### src/rtl/spicmd_pkg.sv
package spicmd_pkg;

  localparam int CMD_W = 8;
  localparam int VOL_W = 5;

  typedef struct packed {
    logic             run;
    logic             unmute;
    logic [VOL_W-1:0] vol;
  } ctl_t;

  typedef enum logic [1:0] {
    K_NONE = 2'd0,
    K_MODE = 2'd1,
    K_VOL  = 2'd2
  } kind_e;

  localparam ctl_t CTL_RESET = '{run: 1'b0, unmute: 1'b0, vol: '0};

  // Top three bits select the command class; mode needs bits 7 and 5 clear.
  function automatic kind_e classify(input logic [CMD_W-1:0] b);
    kind_e k;
    if (!b[CMD_W-1] && !b[CMD_W-3])         k = K_MODE;
    else if (b[CMD_W-1 -: 3] == 3'b100)     k = K_VOL;
    else                                    k = K_NONE;
    return k;
  endfunction

endpackage

### src/rtl/spicmd_sync.sv
module spicmd_sync #(
  parameter int             W       = 3,
  parameter int             STAGES  = 2,
  parameter logic [W-1:0]   RST_VAL = '0
) (
  input  logic         clk,
  input  logic         rst,
  input  logic [W-1:0] d,
  output logic [W-1:0] q
);

  logic [W-1:0] st [STAGES];

  for (genvar g = 0; g < STAGES; g++) begin : g_stage
    if (g == 0) begin : g_first
      always_ff @(posedge clk) begin
        if (rst) st[0] <= RST_VAL;
        else     st[0] <= d;
      end
    end else begin : g_next
      always_ff @(posedge clk) begin
        if (rst) st[g] <= RST_VAL;
        else     st[g] <= st[g-1];
      end
    end
  end

  assign q = st[STAGES-1];

endmodule

### src/rtl/spicmd_shift.sv
module spicmd_shift #(
  parameter int W = 8
) (
  input  logic         clk,
  input  logic         rst,
  input  logic         en_n,
  input  logic         sclk,
  input  logic         sdat,
  output logic         cmd_valid,
  output logic [W-1:0] cmd_byte
);

  localparam int CNT_W = $clog2(W + 1);

  logic             clk_q;
  logic             en_q;
  logic [CNT_W-1:0] cnt;
  logic [W-1:0]     sh;
  logic             rise;
  logic             win_open;

  always_ff @(posedge clk) begin
    if (rst) begin
      clk_q <= 1'b0;
      en_q  <= 1'b1;
    end else begin
      clk_q <= sclk;
      en_q  <= en_n;
    end
  end

  assign rise     = sclk & ~clk_q;
  assign win_open = ~en_n & en_q;

  always_ff @(posedge clk) begin
    if (rst) begin
      cnt       <= '0;
      sh        <= '0;
      cmd_valid <= 1'b0;
      cmd_byte  <= '0;
    end else begin
      cmd_valid <= 1'b0;
      if (en_n) begin
        cnt <= '0;
      end else if (win_open) begin
        cnt <= '0;
        sh  <= '0;
      end else if (rise && (cnt < CNT_W'(W))) begin
        sh  <= {sh[W-2:0], sdat};
        cnt <= cnt + 1'b1;
        if (cnt == CNT_W'(W - 1)) begin
          cmd_valid <= 1'b1;
          cmd_byte  <= {sh[W-2:0], sdat};
        end
      end
    end
  end

  // the bit count never passes the command length
  a_r4_count_bound: assert property (@(posedge clk) disable iff (rst)
    cnt <= CNT_W'(W));

  // a commit only follows a sampled edge inside an open window
  a_r5_commit_in_window: assert property (@(posedge clk) disable iff (rst)
    cmd_valid |-> $past(!en_n));

  // a commit is a single-cycle pulse
  a_r3_single_pulse: assert property (@(posedge clk) disable iff (rst)
    cmd_valid |=> !cmd_valid);

  // a new window leaves the count empty
  a_r11_fresh_window: assert property (@(posedge clk) disable iff (rst)
    win_open |=> (cnt == '0));

endmodule

### src/rtl/spicmd_regs.sv
module spicmd_regs
  import spicmd_pkg::*;
(
  input  logic             clk,
  input  logic             rst,
  input  logic             sel,
  input  logic             spi_v,
  input  logic [CMD_W-1:0] spi_b,
  input  logic             i2c_v,
  input  logic [CMD_W-1:0] i2c_b,
  output ctl_t             ctl
);

  logic             wr_v;
  logic [CMD_W-1:0] wr_b;
  kind_e            kind;
  ctl_t             ctl_q;

  always_comb begin
    if (sel) begin
      wr_v = spi_v;
      wr_b = spi_b;
    end else begin
      wr_v = i2c_v;
      wr_b = i2c_b;
    end
    kind = classify(wr_b);
  end

  always_ff @(posedge clk) begin
    if (rst) begin
      ctl_q <= CTL_RESET;
    end else if (wr_v) begin
      case (kind)
        K_MODE: begin
          ctl_q.run    <= wr_b[0];
          ctl_q.unmute <= wr_b[1];
        end
        K_VOL:   ctl_q.vol <= wr_b[VOL_W-1:0];
        default: ctl_q     <= ctl_q;
      endcase
    end
  end

  assign ctl = ctl_q;

  // an owned volume byte loads the code on the next edge
  a_r7_vol_load: assert property (@(posedge clk) disable iff (rst)
    (sel && spi_v && spi_b[CMD_W-1 -: 3] == 3'b100) |=> (ctl_q.vol == $past(spi_b[VOL_W-1:0])));

  // two-wire bytes cannot touch the registers while the serial port owns them
  a_r10_i2c_blocked: assert property (@(posedge clk) disable iff (rst)
    (sel && i2c_v && !spi_v) |=> $stable(ctl_q));

  // serial commands cannot touch the registers while the two-wire path owns them
  a_r9_spi_blocked: assert property (@(posedge clk) disable iff (rst)
    (!sel && spi_v && !i2c_v) |=> $stable(ctl_q));

  // a byte of neither class leaves every control unchanged
  a_r8_ignore_other: assert property (@(posedge clk) disable iff (rst)
    (wr_v && kind == K_NONE) |=> $stable(ctl_q));

endmodule

### src/rtl/spi_cmd_rx.sv
module spi_cmd_rx
  import spicmd_pkg::*;
#(
  parameter int SYNC_STAGES = 2
) (
  input  logic             clk,
  input  logic             rst,
  input  logic             port_sel,
  input  logic             spi_en_n,
  input  logic             spi_clk,
  input  logic             spi_dat,
  input  logic             i2c_wr,
  input  logic [CMD_W-1:0] i2c_byte,
  output logic             amp_run,
  output logic             amp_unmute,
  output logic [VOL_W-1:0] vol_code
);

  logic [2:0]       pins_s;
  logic             cmd_valid;
  logic [CMD_W-1:0] cmd_byte;
  ctl_t             ctl;

  // bit order {clk, en_n, dat}; enable idles high
  spicmd_sync #(
    .W       (3),
    .STAGES  (SYNC_STAGES),
    .RST_VAL (3'b010)
  ) u_sync (
    .clk (clk),
    .rst (rst),
    .d   ({spi_clk, spi_en_n, spi_dat}),
    .q   (pins_s)
  );

  spicmd_shift #(
    .W (CMD_W)
  ) u_shift (
    .clk       (clk),
    .rst       (rst),
    .en_n      (pins_s[1]),
    .sclk      (pins_s[2]),
    .sdat      (pins_s[0]),
    .cmd_valid (cmd_valid),
    .cmd_byte  (cmd_byte)
  );

  spicmd_regs u_regs (
    .clk   (clk),
    .rst   (rst),
    .sel   (port_sel),
    .spi_v (cmd_valid),
    .spi_b (cmd_byte),
    .i2c_v (i2c_wr),
    .i2c_b (i2c_byte),
    .ctl   (ctl)
  );

  assign amp_run    = ctl.run;
  assign amp_unmute = ctl.unmute;
  assign vol_code   = ctl.vol;

endmodule

### config.mk
export PLATFORM = sky130hd
export DESIGN_NAME = spi_cmd_rx
export DESIGN_NICKNAME = d
export VERILOG_FILES = /design/src/rtl/spicmd_pkg.sv /design/src/rtl/spicmd_sync.sv /design/src/rtl/spicmd_shift.sv /design/src/rtl/spicmd_regs.sv /design/src/rtl/spi_cmd_rx.sv
export SDC_FILE = /design/constraint.sdc
export NUM_CORES = 1
export LEC_CHECK = 0
export BUFFER_PORTS_ARGS = -buffer_cell sky130_fd_sc_hd__buf_2
export CAP_MARGIN = 20
export CORE_MARGIN = 2
export CORE_UTILIZATION = 49
export CTS_CLUSTER_DIAMETER = 30
export CTS_CLUSTER_SIZE = 12
export DETAILED_ROUTE_END_ITERATION = 8
export GPL_ROUTABILITY_DRIVEN = 0
export HOLD_SLACK_MARGIN = 0.05
export PLACE_DENSITY = 0.71
export SLEW_MARGIN = 10
export SYNTH_ARGS = -nofsm -noshare
export SYNTH_HDL_FRONTEND = slang
export SYNTH_HIERARCHICAL = 1
export SYNTH_SLANG_ARGS = --single-unit
export TNS_END_PERCENT = 50
### constraint.sdc
create_clock -name clk -period 1.4 [get_ports clk]
set_input_delay 0.21 -clock clk [delete_from_list [all_inputs] [get_ports clk]]
set_output_delay 0.21 -clock clk [all_outputs]
set_load 0.02 [all_outputs]
==> results.py, run 1 <==
metrics = {
    "floorplan": {
        "start_util_pct": 52.27,
        "rows": 19,
        "fp.dieW_um": 58.47,
        "die_area_sq_mm": 0.003419,
        "boundaryPins": 22,
        "die_h_um": 58.47,
        "core_area_sq_mm": 0.002781,
    },
    "routing": {
        "first_pass_iters": 2,
        "wire_per_inst_um": 13.38,
        "drt_wl_total_um": 2568,
        "via_per_inst": 5.063,
        "detail-route-antenna-nets": 0,
        "first_iter_violations": 21,
        "vias": 972,
        "drc": 0,
    },
    "global_routing": {
        "grt_pass1_wl_um": 4367,
        "grt-busiest-layer": "met2",
        "use_met2_pct": 28.25,
        "use_met3_pct": 8.791,
        "grt_pass1_vias": 975,
        "antenna_found_initial": 0,
        "use_met1_pct": 20.28,
        "grt_usage_pct": 17.44,
        "grt_max_degree": 31,
        "grt_overflow": 0,
    },
    "placement": {
        "portBuffers": 21,
        "dp_hpwl_um": 1891,
        "placed_cells": 181,
    },
    "critical_path": {
        "critPathLaunch": "u_shift/cnt[1]$_SDFFE_PP0P_",
        "slowest_delay_ns": 0.54,
        "cp_cell_sequence": "ha_4 -> nand2b_4 -> or4_4 -> mux2i_1",
        "worstReg2RegStart": "u_shift/cnt[1]$_SDFFE_PP0P_",
        "crit_arrival_ns": 1.62,
        "rr_worst_depth": 4,
        "cp-start-kind": "register",
        "path_depth": 4,
        "reg2reg_to": "u_shift/cmd_byte[1]$_SDFFE_PP0P_",
        "cp_data_required_time_ns": 1.63,
        "crit_fanout": 5,
        "slowest_stage": "or4_4",
        "worstSetupPathType": "reg2reg",
        "path_buf_inv": 0,
        "critical-path-top-delay-family": "simple AND/OR/NAND/NOR gates",
        "r2r_setup_slack_ns": 0.006,
        "end_kind": "register",
        "endpoint": "u_shift/cmd_byte[1]$_SDFFE_PP0P_",
    },
    "sta": {
        "finalSetupViolations": 0,
        "hold_slack_ns": 0.07714,
        "finalSetupTns_ns": 0,
        "drv_slew": 0,
        "hold_viol_final": 0,
        "tightest_slew_ns": 0.4404,
        "fin_crit_sh_pct": 99.61,
        "rsz0062_at_grt": "yes",
        "finClkSkew_ns": 0.01223,
        "fin_crit_ns": 1.394,
        "slew_headroom_pct": 70.64,
        "fmax_mhz": 717.1,
    },
    "power": {
        "seqPwrFrac_pct": 60.0,
        "pwr-share-clk_pct": 34.2,
        "intPower_uw": 1305,
        "comb_power_share_pct": 5.7,
        "switching_share_pct": 22.38,
        "power.density_mw_per_mm2": 980.3,
        "peakVddDrop_mv": 1.157,
        "p_switching_uw": 376.4,
        "p_leak_uw": 0.0007310,
    },
    "clocking": {
        "cts_tree": "done",
        "clk_path_buf_depth": 2,
        "cts-buffers-inserted": 5,
        "cts_num_sinks": 35,
        "clock_latency_ns": 0.33,
        "clkTransAtPathRegs_ns": 0.11,
        "h-tree-depth": 2,
        "root_buffer": "clkbuf_4",
    },
    "cells_and_area": {
        "drive_gt1_share_pct": 30.43,
        "layout_commonest_cell": "dfxtp_1",
        "utilization_pct": 61.67,
        "final_cell_mix": "33 x dfxtp_1, 21 x buf_2, 16 x nand2b_1",
        "final_cells": 192,
        "syn_to_final_growth_pct": 17.99,
        "n_antenna_cell": 0,
        "nets": 176,
        "fill_cells": 231,
    },
    "status": {
        "status": "finished clean",
    },
    "yosys": {
        "yosysUniqueCellTypes": 28,
        "seq_area_frac_synth_pct": 48.19,
        "synth-seq-cells": 35,
        "syn-cell-area_sq_mm": 0.001454,
        "avgSynthCellArea_sq_um": 11.18,
        "syn_nets": 146,
        "yosys_warnings": 6,
        "syn_inst": 130,
    },
    "worst_hold_path": {
        "hold_path_class": "in2reg",
        "min_path_cells": 2,
    },
    "run": {
        "max-cap-violations": 0,
    },
}
## metal layers
metal	vias up	wire length (um)	part of all wire, %
met5	-	0	0
met4	0	34	1.3
met3	5	121	4.7
met2	22	1228	48
met1	437	1184	46
li1	508	-	-
## through the flow
| step | total power [uW] | setup WS [ns] | area, sq um |
|---|---|---|---|
| 2_1_floorplan | 1092 | 0.03847 | 1454 |
| 3_3_place_gp | 1125 | 0.05406 | 1590 |
| 3_5_place_dp | 1128 | -0.01488 | 1590 |
| 4_1_cts | 1705 | 0.0003180 | 1665 |
| 5_1_grt | 1773 | -0.04897 | 1715 |
| 6_report | 1682 | 0.005518 | 1715 |
## cell type report
cell class	count	area [sq um]	area share, %
Multi-Input combinational cell	91	749.5	43.69
Tap cell	31	38.79	2.261
Timing Repair Buffer	27	155.1	9.044
Clock inverter	1	8.758	0.5106
Sequential cell	35	708.2	41.28
Clock buffer	7	55.05	3.209
## power groups by stage
stage | Combinational, uW | Sequential, uW | Clock [uW]
2_1_floorplan | 55.7 | 1040 | 0
3_5_place_dp | 92.2 | 1040 | 0
6_report | 96.6 | 1010 | 576
5_1_grt | 107 | 1010 | 655
4_1_cts | 94.4 | 1010 | 598
3_3_place_gp | 89.6 | 1040 | 0
## worst min path at each step
stage / start / to / slack, ns
final: spi_dat / u_sync/st[0][0]$_SDFF_PP0_ / 0.08
after global routing: spi_dat / u_sync/st[0][0]$_SDFF_PP0_ / 0.05
after CTS: spi_dat / u_sync/st[0][0]$_SDFF_PP0_ / 0.07
after detailed placement: spi_en_n / u_sync/st[0][1]$_SDFF_PP1_ / 0.39
after global placement: u_sync/st[0][1]$_SDFF_PP1_ / u_sync/st[1][1]$_SDFF_PP1_ / 0.39
after floorplan: rst / u_sync/st[0][0]$_SDFF_PP0_ / 0.28
## kinds of logic (layout without fill, tap and decap cells)
kind of cell | after synthesis | in the layout | synth area share [%]
adder cells (fa/ha/maj) | 1 | 1 | 0.8604
multiplexers | 22 | 22 | 15.75
buffers and inverters | 4 | 35 | 2.065
XOR/XNOR | 2 | 2 | 1.205
flip-flops | 35 | 35 | 48.19
AO/OA/AOI/OAI | 11 | 11 | 6.110
AND/OR/NAND/NOR | 55 | 55 | 25.82
## cell usage after synthesis
library cell  count  area share (%)
mux2i_1          15              10
and3b_4           1            0.86
buf_6             2             1.5
o21ba_2           2             1.4
o22ai_1           7             3.0
o22ai_4           1             1.4
nor3b_2           2             1.7
dfxtp_1          35              48
nor2b_1          12             5.2
nor3_1            1            0.34
nor4bb_1          1            0.69
or4_4             1            0.77
mux2_1            5             3.9
o21ai_1           1            0.34
and3b_1           1            0.60
or2_1             2            0.86
nor2_1           10             2.6
nand2b_1         17             7.3
xnor2_1           2             1.2
or3_1             1            0.43
mux2_2            2             1.5
nor4_2            1            0.86
nor3b_4           1             1.3
nand2_1           2            0.52
nand3b_4          1             1.4
ha_1              1            0.86
clkbuf_1          2            0.52
or2_2             1            0.43
## state kept, by name, indices dropped and copies added (netlist names)
register / cells
u_shift/sh: 7
u_shift/cmd_valid: 1
u_shift/cmd_byte: 8
u_shift/en_q: 1
u_regs/ctl: 7
u_sync/st: 6
u_shift/cnt: 4
u_shift/clk_q: 1
## repair_timing
| action | in CTS | in global routing |
|---|---|---|
| setup endpoints to repair | 5 | 12 |
| setup buffers | 0 | 1 |
| hold endpoints to repair | 1 | 1 |
| cloned | 0 | 0 |
| resized for setup | 1 | 7 |
| pin swaps | 0 | 2 |
| hold buffers | 1 | 1 |
(Power assumes the default switching activity.)
==> run 2: changes to the inputs <==
--- a/config.mk
+++ b/config.mk
@@ -5,16 +5,17 @@
 export SDC_FILE = /design/constraint.sdc
 export NUM_CORES = 1
 export LEC_CHECK = 0
+export ABC_AREA = 1
 export BUFFER_PORTS_ARGS = -buffer_cell sky130_fd_sc_hd__buf_2
 export CAP_MARGIN = 20
 export CORE_MARGIN = 2
-export CORE_UTILIZATION = 49
+export CORE_UTILIZATION = 55
 export CTS_CLUSTER_DIAMETER = 30
 export CTS_CLUSTER_SIZE = 12
 export DETAILED_ROUTE_END_ITERATION = 8
 export GPL_ROUTABILITY_DRIVEN = 0
 export HOLD_SLACK_MARGIN = 0.05
-export PLACE_DENSITY = 0.71
+export PLACE_DENSITY = 0.75
 export SLEW_MARGIN = 10
 export SYNTH_ARGS = -nofsm -noshare
 export SYNTH_HDL_FRONTEND = slang
==> constraint.sdc (replaced) <==
create_clock -name clk -period 1.3 [get_ports clk]
set_input_delay 0.195 -clock clk [delete_from_list [all_inputs] [get_ports clk]]
set_output_delay 0.195 -clock clk [all_outputs]
set_load 0.02 [all_outputs]
==> results.py, run 2 <==
metrics = {
    "status": {
        "status": "finished clean",
    },
    "sta": {
        "rsz0062_at_grt": "no",
        "fin_crit_ns": 1.191,
        "finalSetupViolations": 0,
        "tightest_slew_ns": 0.2792,
        "hold_slack_ns": 0.1116,
        "finalSetupTns_ns": 0,
        "slew_headroom_pct": 81.19,
        "fmax_mhz": 839.6,
        "finClkSkew_ns": 0.01457,
        "fin_crit_sh_pct": 91.62,
        "drv_slew": 0,
        "hold_viol_final": 0,
    },
    "floorplan": {
        "boundaryPins": 22,
        "rows": 19,
        "start_util_pct": 56.83,
        "die_area_sq_mm": 0.003240,
        "fp.dieW_um": 56.92,
        "core_area_sq_mm": 0.002710,
        "die_h_um": 56.92,
    },
    "clocking": {
        "clock_latency_ns": 0.35,
        "clkTransAtPathRegs_ns": 0.09,
        "cts-buffers-inserted": 5,
        "h-tree-depth": 2,
        "cts_num_sinks": 35,
        "cts_tree": "done",
        "clk_path_buf_depth": 2,
        "root_buffer": "clkbuf_4",
    },
    "critical_path": {
        "cp-start-kind": "register",
        "end_kind": "register",
        "crit_arrival_ns": 1.43,
        "crit_fanout": 8,
        "cp_data_required_time_ns": 1.54,
        "worstSetupPathType": "reg2reg",
    },
    "global_routing": {
        "grt_overflow": 0,
        "grt_pass1_wl_um": 4512,
        "antenna_found_initial": 0,
        "grt_max_degree": 15,
        "grt_pass1_vias": 1179,
        "grt_usage_pct": 18.25,
    },
    "routing": {
        "first_iter_violations": 60,
        "detail-route-antenna-nets": 0,
        "via_per_inst": 4.795,
        "drt_wl_total_um": 2589,
        "vias": 1285,
        "wire_per_inst_um": 9.660,
        "first_pass_iters": 4,
        "drc": 0,
    },
    "run": {
        "max-cap-violations": 0,
    },
    "cells_and_area": {
        "fill_cells": 267,
        "nets": 252,
        "final_cell_mix": "48 x nand2_1, 35 x dfxtp_1, 32 x nor2_1",
        "n_antenna_cell": 0,
        "largest_reg_flops": 8,
        "syn_to_final_growth_pct": 16.57,
        "top_register": "u_shift/cmd_byte",
        "drive_gt1_share_pct": 21.52,
        "layout_commonest_cell": "nand2_1",
    },
    "yosys": {
        "synth_top_area_share_pct": 45.49,
        "syn_nets": 222,
        "yosysTopAreaCell": "dfxtp_1",
        "synthFlopType": "dfxtp_1",
        "synth_edf_count": 0,
        "synth-seq-cells": 35,
        "synth_commonest_cells": "48 x nand2_1, 35 x dfxtp_1, 32 x nor2_1",
        "syn-cell-area_sq_mm": 0.001540,
        "synth.area.top_cells": "dfxtp_1 45%, nand2_1 12%, nor2_1 7.8%",
        "yosysMostFrequentCell": "nand2_1",
        "syn_inst": 206,
        "yosys_warnings": 6,
        "avgSynthCellArea_sq_um": 7.477,
        "yosysUniqueCellTypes": 24,
        "synthArstFlopShare_pct": 0,
        "seq_area_frac_synth_pct": 45.49,
    },
    "placement": {
        "portBuffers": 21,
        "dp_hpwl_um": 1840,
    },
    "power": {
        "power.density_mw_per_mm2": 1144,
        "peakVddDrop_mv": 0.8801,
        "p_leak_uw": 0.0008074,
        "power_uw": 2055,
    },
    "worst_hold_path": {
        "hold_path_class": "in2reg",
    },
}
## run 2: kinds of logic (layout without fill, tap and decap cells)
family | after synthesis | after routing | share of synthesized area (%)
AND/OR/NAND/NOR | 114 | 114 | 36.96
flip-flops | 35 | 35 | 45.49
buffers and inverters | 34 | 65 | 9.585
AO/OA/AOI/OAI | 22 | 22 | 7.149
adder cells (fa/ha/maj) | 1 | 1 | 0.8122
## run 2: path summary, 6_finish.rpt
path                                     from                          endpoint  slack [ns]  depth (start not counted)
setup / recovery  u_shift/cnt[1]$_SDFFE_PP0P_  u_shift/cmd_byte[0]$_SDFFE_PP0P_        0.11                          6
hold / removal                            rst        u_sync/st[0][2]$_SDFF_PP0_        0.11                          2
hold reg to reg    u_sync/st[0][2]$_SDFF_PP0_        u_sync/st[1][2]$_SDFF_PP0_        0.41                          2
setup reg to reg  u_shift/cnt[1]$_SDFFE_PP0P_  u_shift/cmd_byte[0]$_SDFFE_PP0P_        0.11                          6
## run 2: per-layer routing
metal  GRT usage, %  up-vias  wire length, um
met5              0        -                0
met4          12.96        0               53
met3          5.530        7              143
met2          30.05       31             1233
met1          19.80      550             1159
li1               -      697                -
## run 2: cell type report
type / count / area [sq um] / area share (%)
multi-input cells: 137 / 699.4 / 38.95
well taps: 31 / 38.79 / 2.160
repair buffers: 26 / 150.1 / 8.362
flip-flops and latches: 35 / 700.7 / 39.02
inverters: 31 / 120.1 / 6.690
clock buffers: 6 / 51.30 / 2.857
clock inverters: 2 / 35.03 / 1.951
## run 2: through the flow
step	setup WS, ns	instances	util [%]	cell area [sq um]
2_1_floorplan	0.1733	206	-	1540
3_3_place_gp	0.1044	257	61.68	1672
3_5_place_dp	0.07051	257	61.68	1672
4_1_cts	0.06719	268	65.97	1788
5_1_grt	0.006362	268	66.25	1795
6_report	0.1089	268	66.25	1795
## run 2: critical path, stage by stage, from the launching register on
cell and delay (ns):
dfxtp_1 0.37, ha_2 0.22, nand3_2 0.12, nor2_4 0.18
nand3_1 0.09, nand2_1 0.07, nor2_1 0.04
## run 2: power by group
| group | leakage [uW] | internal, uW | switching, uW | total, uW |
|---|---|---|---|---|
| sequential | 0.000284 | 1090 | 8.78 | 1100 |
| clock | 0.0000482 | 454 | 351 | 805 |
| combinational | 0.000475 | 60.5 | 92.2 | 153 |
## run 2: timing repair
| item | CTS | global route |
|---|---|---|
| resized for setup | 0 | 2 |
| hold buffers | 3 | 0 |
| setup endpoints to repair | 0 | 8 |
| hold endpoints to repair | 3 | 0 |
| setup buffers | 0 | 0 |
